## src/rtl/nru_pkg.sv

```systemverilog
package nru_pkg;
  typedef enum logic [1:0] {
    CLS_IDLE_CLEAN = 2'd0,
    CLS_IDLE_DIRTY = 2'd1,
    CLS_USED_CLEAN = 2'd2,
    CLS_USED_DIRTY = 2'd3
  } nru_class_e;

  localparam int NRU_CLASSES = 4;
endpackage

```

## src/rtl/nru_lfsr.sv

```systemverilog
module nru_lfsr #(
  parameter logic [15:0] SEED = 16'hACE1
) (
  input  logic        clk,
  input  logic        rst_n,
  output logic [15:0] state
);
  logic fb;
  // taps 16,14,13,11
  assign fb = state[15] ^ state[13] ^ state[12] ^ state[10];

  always_ff @(posedge clk) begin
    if (!rst_n) state <= SEED;
    else        state <= {state[14:0], fb};
  end
endmodule

```

## src/rtl/nru_bits.sv

```systemverilog
module nru_bits #(
  parameter int N  = 16,
  parameter int IW = $clog2(N)
) (
  input  logic          clk,
  input  logic          rst_n,
  input  logic          acc_valid,
  input  logic [IW-1:0] acc_frame,
  input  logic          acc_write,
  input  logic          load_valid,
  input  logic [IW-1:0] load_frame,
  input  logic          clear_ref,
  output logic [N-1:0]  use_bits,
  output logic [N-1:0]  dirty_bits
);
  for (genvar g = 0; g < N; g++) begin : g_frame
    logic hit_acc, hit_ld;
    assign hit_acc = acc_valid  && (acc_frame  == IW'(g));
    assign hit_ld  = load_valid && (load_frame == IW'(g));

    always_ff @(posedge clk) begin
      if (!rst_n) begin
        use_bits[g]   <= 1'b0;
        dirty_bits[g] <= 1'b0;
      end else if (hit_ld) begin
        use_bits[g]   <= 1'b1;
        dirty_bits[g] <= 1'b0;
      end else begin
        if (hit_acc)        use_bits[g] <= 1'b1;
        else if (clear_ref) use_bits[g] <= 1'b0;
        if (hit_acc && acc_write) dirty_bits[g] <= 1'b1;
      end
    end
  end
endmodule

```

## src/rtl/nru_pick.sv

```systemverilog
module nru_pick
  import nru_pkg::*;
#(
  parameter int N  = 16,
  parameter int IW = $clog2(N)
) (
  input  logic [N-1:0]  use_bits,
  input  logic [N-1:0]  dirty_bits,
  input  logic [IW-1:0] start,
  output logic [IW-1:0] pick_frame,
  output nru_class_e    pick_class
);
  logic [NRU_CLASSES-1:0][N-1:0] members;
  logic [N-1:0]                  cand;

  for (genvar k = 0; k < NRU_CLASSES; k++) begin : g_cls
    for (genvar f = 0; f < N; f++) begin : g_mem
      assign members[k][f] = ({use_bits[f], dirty_bits[f]} == 2'(k));
    end
  end

  always_comb begin
    pick_class = CLS_USED_DIRTY;
    cand       = members[3];
    for (int k = NRU_CLASSES - 2; k >= 0; k--) begin
      if (|members[k]) begin
        pick_class = nru_class_e'(2'(k));
        cand       = members[k];
      end
    end
  end

  always_comb begin
    logic found;
    found      = 1'b0;
    pick_frame = start;
    for (int j = 0; j < N; j++) begin
      int t;
      t = int'(start) + j;
      if (t >= N) t = t - N;
      if (!found && cand[t]) begin
        found      = 1'b1;
        pick_frame = IW'(t);
      end
    end
  end
endmodule

```

## src/rtl/nru_victim_sel.sv

```systemverilog
module nru_victim_sel
  import nru_pkg::*;
#(
  parameter int          N    = 16,
  parameter logic [15:0] SEED = 16'hACE1,
  localparam int         IW   = $clog2(N)
) (
  input  logic          clk,
  input  logic          rst_n,
  input  logic          acc_valid,
  input  logic [IW-1:0] acc_frame,
  input  logic          acc_write,
  input  logic          load_valid,
  input  logic [IW-1:0] load_frame,
  input  logic          clear_ref,
  input  logic          sel_req,
  output logic          vic_valid,
  output logic [IW-1:0] vic_frame,
  output logic [1:0]    vic_class,
  output logic          vic_dirty
);
  logic [N-1:0]  use_bits, dirty_bits;
  logic [15:0]   rnd;
  logic [IW-1:0] pick_frame;
  nru_class_e    pick_class;

  nru_bits #(.N(N), .IW(IW)) u_bits (
    .clk(clk), .rst_n(rst_n),
    .acc_valid(acc_valid), .acc_frame(acc_frame), .acc_write(acc_write),
    .load_valid(load_valid), .load_frame(load_frame), .clear_ref(clear_ref),
    .use_bits(use_bits), .dirty_bits(dirty_bits)
  );

  nru_lfsr #(.SEED(SEED)) u_lfsr (.clk(clk), .rst_n(rst_n), .state(rnd));

  nru_pick #(.N(N), .IW(IW)) u_pick (
    .use_bits(use_bits), .dirty_bits(dirty_bits), .start(rnd[IW-1:0]),
    .pick_frame(pick_frame), .pick_class(pick_class)
  );

  always_ff @(posedge clk) begin
    if (!rst_n) begin
      vic_valid <= 1'b0;
      vic_frame <= '0;
      vic_class <= 2'd0;
      vic_dirty <= 1'b0;
    end else begin
      vic_valid <= sel_req;
      if (sel_req) begin
        vic_frame <= pick_frame;
        vic_class <= pick_class;
        vic_dirty <= dirty_bits[pick_frame];
      end
    end
  end
endmodule

```

## config.mk

```make
export PLATFORM = sky130hd
export DESIGN_NAME = nru_victim_sel
export DESIGN_NICKNAME = d
export VERILOG_FILES = /design/src/rtl/nru_pkg.sv /design/src/rtl/nru_lfsr.sv /design/src/rtl/nru_bits.sv /design/src/rtl/nru_pick.sv /design/src/rtl/nru_victim_sel.sv
export SDC_FILE = /design/constraint.sdc
export NUM_CORES = 1
export LEC_CHECK = 0
export ABC_AREA = 1
export BUFFER_PORTS_ARGS = -buffer_cell sky130_fd_sc_hd__buf_2
export CORE_AREA = 4 4 112 87
export CTS_CLUSTER_SIZE = 28
export DETAILED_ROUTE_END_ITERATION = 7
export DIE_AREA = 0 0 116 91
export PLACE_DENSITY = 0.7
export SLEW_MARGIN = 25
export SYNTH_ARGS = -nofsm -noshare
export SYNTH_HDL_FRONTEND = slang
export SYNTH_SLANG_ARGS = --single-unit
```

## constraint.sdc

```tcl
create_clock -name clk -period 4.8 [get_ports clk]
set_input_delay 0.96 -clock clk [delete_from_list [all_inputs] [get_ports clk]]
set_output_delay 0.96 -clock clk [all_outputs]
set_load 0.05 [all_outputs]
```

# --- Yosys cells after proc, flatten, opt, wreduce, memory -nomap -nowiden ---
# Index checks and enable logic that the tools add are counted.
op_classes:
  n_addsub: 31
  magnitude_cmp: 33
  eq_ne: 78
  mux: 136
  n_bitwise: 4
  reduce_logical: 131
op_table:
  columns: ["operator", "n"]
  rows:
  - ["< comparator 32 x 6 -> 1 bit, second input constant", 16]
  - ["two-way mux 32 bit", 16]
  - [">= comparator 32 x 6 -> 1 bit, second input constant", 15]
  - ["subtractor 32 x 6 -> 32 bit, second input constant", 15]
  - ["two-way mux 1 bit", 82]
  - ["binary-select mux 1 bit (select 4 bit)", 17]
  - ["== test 2 bit, second input constant", 32]
  - ["== test 4 bit, second input constant", 16]
  - ["two-way mux 4 bit", 16]
  - ["logical AND 1 bit", 63]
  - ["two-way mux 16 bit", 3]
  - ["nonzero test 3 bit", 16]
  - ["OR reduction 16 bit", 3]
  - ["adder 4 x 4 -> 5 bit, second input constant", 8]
  - ["== test 2 x 1 -> 1 bit, second input constant", 16]
  - ["== test 4 x 3 -> 1 bit, second input constant", 8]
  - ["zero test 2 bit", 16]
  - ["OR reduction 2 bit", 16]
  - ["adder 4 x 3 -> 5 bit, second input constant", 4]
  - ["== test 4 x 2 -> 1 bit, second input constant", 4]
  - ["zero test 1 bit", 15]
  - ["adder 4 x 2 -> 5 bit, second input constant", 2]
  - ["== test 4 x 1 -> 1 bit, second input constant", 2]
  - ["zero test 4 bit", 2]
  - ["7 further kinds", 10]
word_totals:
  reg_bits: 56
  input_bits: 15
  out_inout_bits: 8
  wordCells: 450

# --- Depth between registers and ports, before layout ---
logic_depth:
  ltp_word: 56
  depth_mapped: 43
  mapped_depth_nobuf: 42

# --- Modules after synthesis ---
# Synthesis repeated with hierarchy kept, for this count alone.
unflattened:
  cells_unflattened: 951
  area_unflattened_um2: 5196.2
by_module_without_submodules:
  columns: ["mod", "n_inst", "cells_each", "area_each_um2", "seq_area_each_um2"]
  rows:
  - ["nru_pick", 1, 581, 2708.8, 0.0]
  - ["nru_bits", 1, 238, 1506.4, 640.6]
  - ["nru_lfsr", 1, 65, 536.8, 320.3]
  - ["nru_victim_sel", 1, 67, 444.2, 160.2]

# --- Least setup slack after synthesis ---
# No wires, ideal clock.
synth_path:
  kind: "register to register"
  from: "register u_lfsr.state[0]"
  to: "register vic_frame[2]"
  setup_ns: 0.109
  arrival_ns: 3.299
  t_required_ns: 4.691
  setup_slack_ns: 1.393
  path_stages_with_launch: 30
  n_path_buf: 2
  synth_period_minus_slack_ns: 3.407
  cell_sequence: "dfxtp_1 clkinv_1 clkbuf_1 ha_1 inv_1 clkbuf_1 nand3_1 nand3_1 nand3_1 nand2_2 nor2_4 nand2_2 nor2_4 nand2_2 nor4_4 nand2_2 nor2_4 nand2_1 nor2_4 inv_2 o21ai_1 inv_2 nand2_1 nand2_1 nand2_1 nand2_1 nand2_1 nand3_1 nand2_1 inv_1"
synth_between:
  elab_chain_cells: 51
  elab_cells_between_ends: 172
synth_lines:
  columns: ["item", "line", "source"]
  rows:
  - ["from (decl)", "nru_lfsr.sv:6", "output logic [15:0] state"]
  - ["from (signal assigned)", "nru_lfsr.sv:14", "else state <= {state[14:0], fb};"]
  - ["parallel branches: the longest is 50 deep, another holds subtractor 32 x 6 -> 32 bit", null, null]
  - ["two-way mux 4 bit (*)", "nru_pick.sv:41", "if (!found && cand[t]) begin"]
  - ["to (signal assigned)", "nru_victim_sel.sv:50", "vic_frame <= pick_frame;"]
  - ["to (decl)", "nru_victim_sel.sv:18", "output logic [IW-1:0] vic_frame,"]
# Mark *: on every way between the ends. The select of a mux whose other input is x is not followed.
# A chain may end at the register's enable or synchronous reset.

# --- Final worst setup path ---
layout_path:
  from: "register u_bits.dirty_bits[3]"
  to: "register vic_frame[3]"
layout_between:
  elab_chain_cells: 54
  elab_cells_between_ends: 119
layout_lines:
  columns: ["item", "line", "source"]
  rows:
  - ["from (decl)", "nru_bits.sv:14", "output logic [N-1:0] dirty_bits"]
  - ["from (signal, indexed assignment)", "nru_bits.sv:24", "dirty_bits[g] <= 1'b0;"]
  - ["from (signal, indexed assignment)", "nru_bits.sv:27", "dirty_bits[g] <= 1'b0;"]
  - ["from (signal, indexed assignment)", "nru_bits.sv:31", "if (hit_acc && acc_write) dirty_bits[g] <= 1'b1;"]
  - ["== test 2 bit", "nru_pick.sv:18", "assign members[k][f] = ({use_bits[f], dirty_bits[f]} == 2'(k));"]
  - ["OR reduction 16 bit", "nru_pick.sv:26", "if (|members[k]) begin"]
  - ["two-way mux 16 bit (2 in a row)", "nru_pick.sv:26", null]
  - ["two-way mux 16 bit (*)", "nru_pick.sv:26", null]
  - ["binary-select mux 1 bit (select 4 bit)", "nru_pick.sv:41", null]
  - ["two-way mux 1 bit (not written as such) (2 in a row)", "nru_pick.sv:41", null]
  - ["two-way mux 1 bit", "nru_pick.sv:41", null]
  - ["zero test 1 bit", "nru_pick.sv:41", null]
  - ["(+36 left out)", null, null]
  - ["logical AND 1 bit", "nru_pick.sv:41", null]
  - ["two-way mux 1 bit", "nru_pick.sv:41", null]
  - ["zero test 1 bit", "nru_pick.sv:41", null]
  - ["logical AND 1 bit", "nru_pick.sv:41", null]
  - ["two-way mux 1 bit", "nru_pick.sv:41", null]
  - ["zero test 1 bit", "nru_pick.sv:41", null]
  - ["logical AND 1 bit", "nru_pick.sv:41", null]
  - ["two-way mux 4 bit (*)", "nru_pick.sv:41", null]
# Every way passes the cells marked *; elsewhere a longest branch is shown, timed or not. The select of a mux whose other input is x is not followed.

==> run metrics <==
Worst Path Required between 4 and 5 ns; Arr. time, crit path approximately 4.5 ns; First DRT Iteration DRCs 688; post-synth top area cell dfxtp_1; worst-skew pair later-pin latency 0.29 ns; via count approximately 5.4k; sequential share of the synthesized area between 20% and 30%; post-DP HPWL between 10000 and 15000 um; DRT antenna net count 0; fmax about 230 MHz; largest family of logic cells by synthesized area simple AND/OR/NAND/NOR gates; Placer Congestion 1.02; Cell variety after synth 35; PortBufs 22; clk buf depth 2; post-synth top area share about a quarter; TNS Setup 0 ns; first-pass GRT wire length approximately 24000 um; Root Buffer clkbuf_16; FF+latch count, synth 56; hold depth 2; r2r endpoint vic_frame[3]$_SDFFE_PN0P_; TritonCTS clock tree yes; gr ovfl total 0; PD cells 292 mW/mm2; R2R setup slack ~0.54 ns; Hold-fix buffers, CTS 0; Final setup viols 0; Final Power roughly 1500 uW; Worst Reg-to-Reg Cells 35; number of global-route vias before repair 4848; DRC 0; Worst setup EP type flip-flop; ys flop type dfxtp_1; Worst Max-Slew Pin Slew approximately 0.7 ns; post-synthesis mux area share 0%; most common cell after layout, fill and taps aside nand2_1; worst min path class flip-flop to flip-flop; Fin. Hold Viols 0; Mapped Cells between 800 and 900; cell row count 29; setup repair bufs after CTS 0; routed length per instance around 15 um; CP Max Fanout 17; VDD IR max 268 uV; WHS Endpoint u_lfsr.state[8]$_SDFF_PN0_; Post-synth EDFFs 0; clk slew on worst S/H paths 0.07 ns; Die W around 120 um; Initial Util between 50% and 60%; layout cell share with drive strength beyond 1 about a tenth; unrepaired setup endpoints after global routing no; startpoint types flip-flop; CP dominant cell by count nand2_1; commonest non-fill, non-tap cells in the layout 236 x nand2_1, 147 x nand3_1, 95 x inv_1, 71 x nor2_1, 56 x dfxtp_1; Vias/cell 5.72; crit share post-route about nine tenths; Fin Clk Skew 0.00605 ns; Post-synth ARST share 0%; xor-xnor portion of the synthesized cell area around 1.5%; diode count 0; final worst path period need about 4.3 ns; Die Height approximately 91 um; outcome complete, no violations; largest net degree at the start of global routing 38; Layout Nets about 860; 1st-pass router iterations 8; CP Class flip-flop to flip-flop; CTS sink cnt between 50 and 60; Avg Inst Size Synth roughly 5.7 um2; Placed Area around 0.005 mm2; Layout fillers 850; yosys synthesis warning count 0; # resized after CTS 0; Lkg Pwr approximately 0.0026 uW; H-tree levels 2; Slew HR between 50% and 60%; CTS Buf Count 5; WL final around 15000 um; Post-Syn Nets 848; Slowest-stage cell, CP dfxtp_1; Core Area between 0.008 and 0.009 mm2; Total GRT Usage between 20 and 30%; die footprint 0.0106 mm2; Area growth syn-to-layout 7.48%; synthesized area 0.00467 mm2; post-synthesis simple-gate area fraction roughly 46%; Finished Cell Area around 0.0050 mm2; Post-Synth Adder-Cell Area ~1.9%; max-slew violations 0; CP peak stage delay a little under 0.4 ns; initial antenna violation count 0; # IOs 23; Max Cap Viol 0; Worst Hold Launch u_lfsr.state[7]$_SDFF_PN1_; launch point of the worst reg-to-reg path u_bits.dirty_bits[3]$_SDFFE_PP0P_; largest cells by area after synthesis dfxtp_1 24%, nand2_1 19%, nand3_1 16%, inv_1 7.6%, nor2_1 5.7%; Compound-Gate Fraction of Synth Area a little over an eighth
## Yosys cell counts, drive strengths merged, types with 7 or more instances
cell type and n:
o21ai 48, clkbuf 16, inv 121, ha 7, nand2 243, nand4 8
nand3 147, dfxtp 56, o22ai 17, buf 10, nor2 78, or2 7
a21oi 32
## critical path, delay by kind of cell (launching register included)
family,cells,cell delay [ns]
AND/OR/NAND/NOR,32,3.59
flip-flops,1,0.39
buffers and inverters,3,0.18
## flip-flops by register name, indices dropped and copies added, names as in the netlist
register,flops
u_bits.dirty_bits,16
u_bits.use_bits,16
u_lfsr.state,16
vic_class,2
vic_dirty,1
vic_frame,4
vic_valid,1
## kinds of logic (layout without fill, tap and decap cells)
logic type | Yosys count | count (layout)
compound gates | 115 | 115
xor+xnor | 8 | 8
fa+ha+maj | 7 | 7
buf+inv | 151 | 165
flops | 56 | 56
simple gates | 489 | 489
## layer usage
metal / part of all wire, % / global-route usage [%]
met5: 0 / 0
met4: 0.66 / 4.15
met3: 11 / 6.58
met2: 40 / 38.9
met1: 48 / 44.1
## final cells by class
| type | instances | area (um2) | share of cell area [%] |
|---|---|---|---|
| clock buffer | 5 | 125 | 2.49 |
| sequential | 56 | 1120 | 22.3 |
| timing repair buffer | 32 | 185 | 3.69 |
| tap | 108 | 135 | 2.69 |
| inverter | 125 | 469 | 9.35 |
| clock inverter | 3 | 21.3 | 0.424 |
| multi-input combinational | 619 | 2960 | 59.0 |
## metrics by stage
step                      hold slack, ns  utilization, %  instances  worst slack (ns)
after floorplan                    0.390               -        826              1.39
after global placement             0.401            57.4        940             0.728
after detailed placement           0.396            57.4        940             0.685
after CTS                          0.420            59.1        948             0.666
after global routing               0.429            59.1        948             0.104
final                              0.419            59.1        948             0.536
## report_power, final
part	switching [uW]	total [uW]	internal (uW)
combinational	440	610	171
clock	168	363	195
sequential	10.3	494	483
## worst max path at each step
stage	from	endpoint	slack, ns
3_3_place_gp	u_bits.dirty_bits[3]$_SDFFE_PP0P_	vic_frame[3]$_SDFFE_PN0P_	0.73
3_5_place_dp	u_bits.dirty_bits[3]$_SDFFE_PP0P_	vic_frame[1]$_SDFFE_PN0P_	0.68
5_1_grt	u_bits.dirty_bits[3]$_SDFFE_PP0P_	vic_frame[3]$_SDFFE_PN0P_	0.10
6_report	u_bits.dirty_bits[3]$_SDFFE_PP0P_	vic_frame[3]$_SDFFE_PN0P_	0.54
2_1_floorplan	u_lfsr.state[0]$_SDFF_PN1_	vic_frame[2]$_SDFFE_PN0P_	1.39
4_1_cts	u_bits.dirty_bits[3]$_SDFFE_PP0P_	vic_frame[0]$_SDFFE_PN0P_	0.67
(Power assumes the default switching activity.)
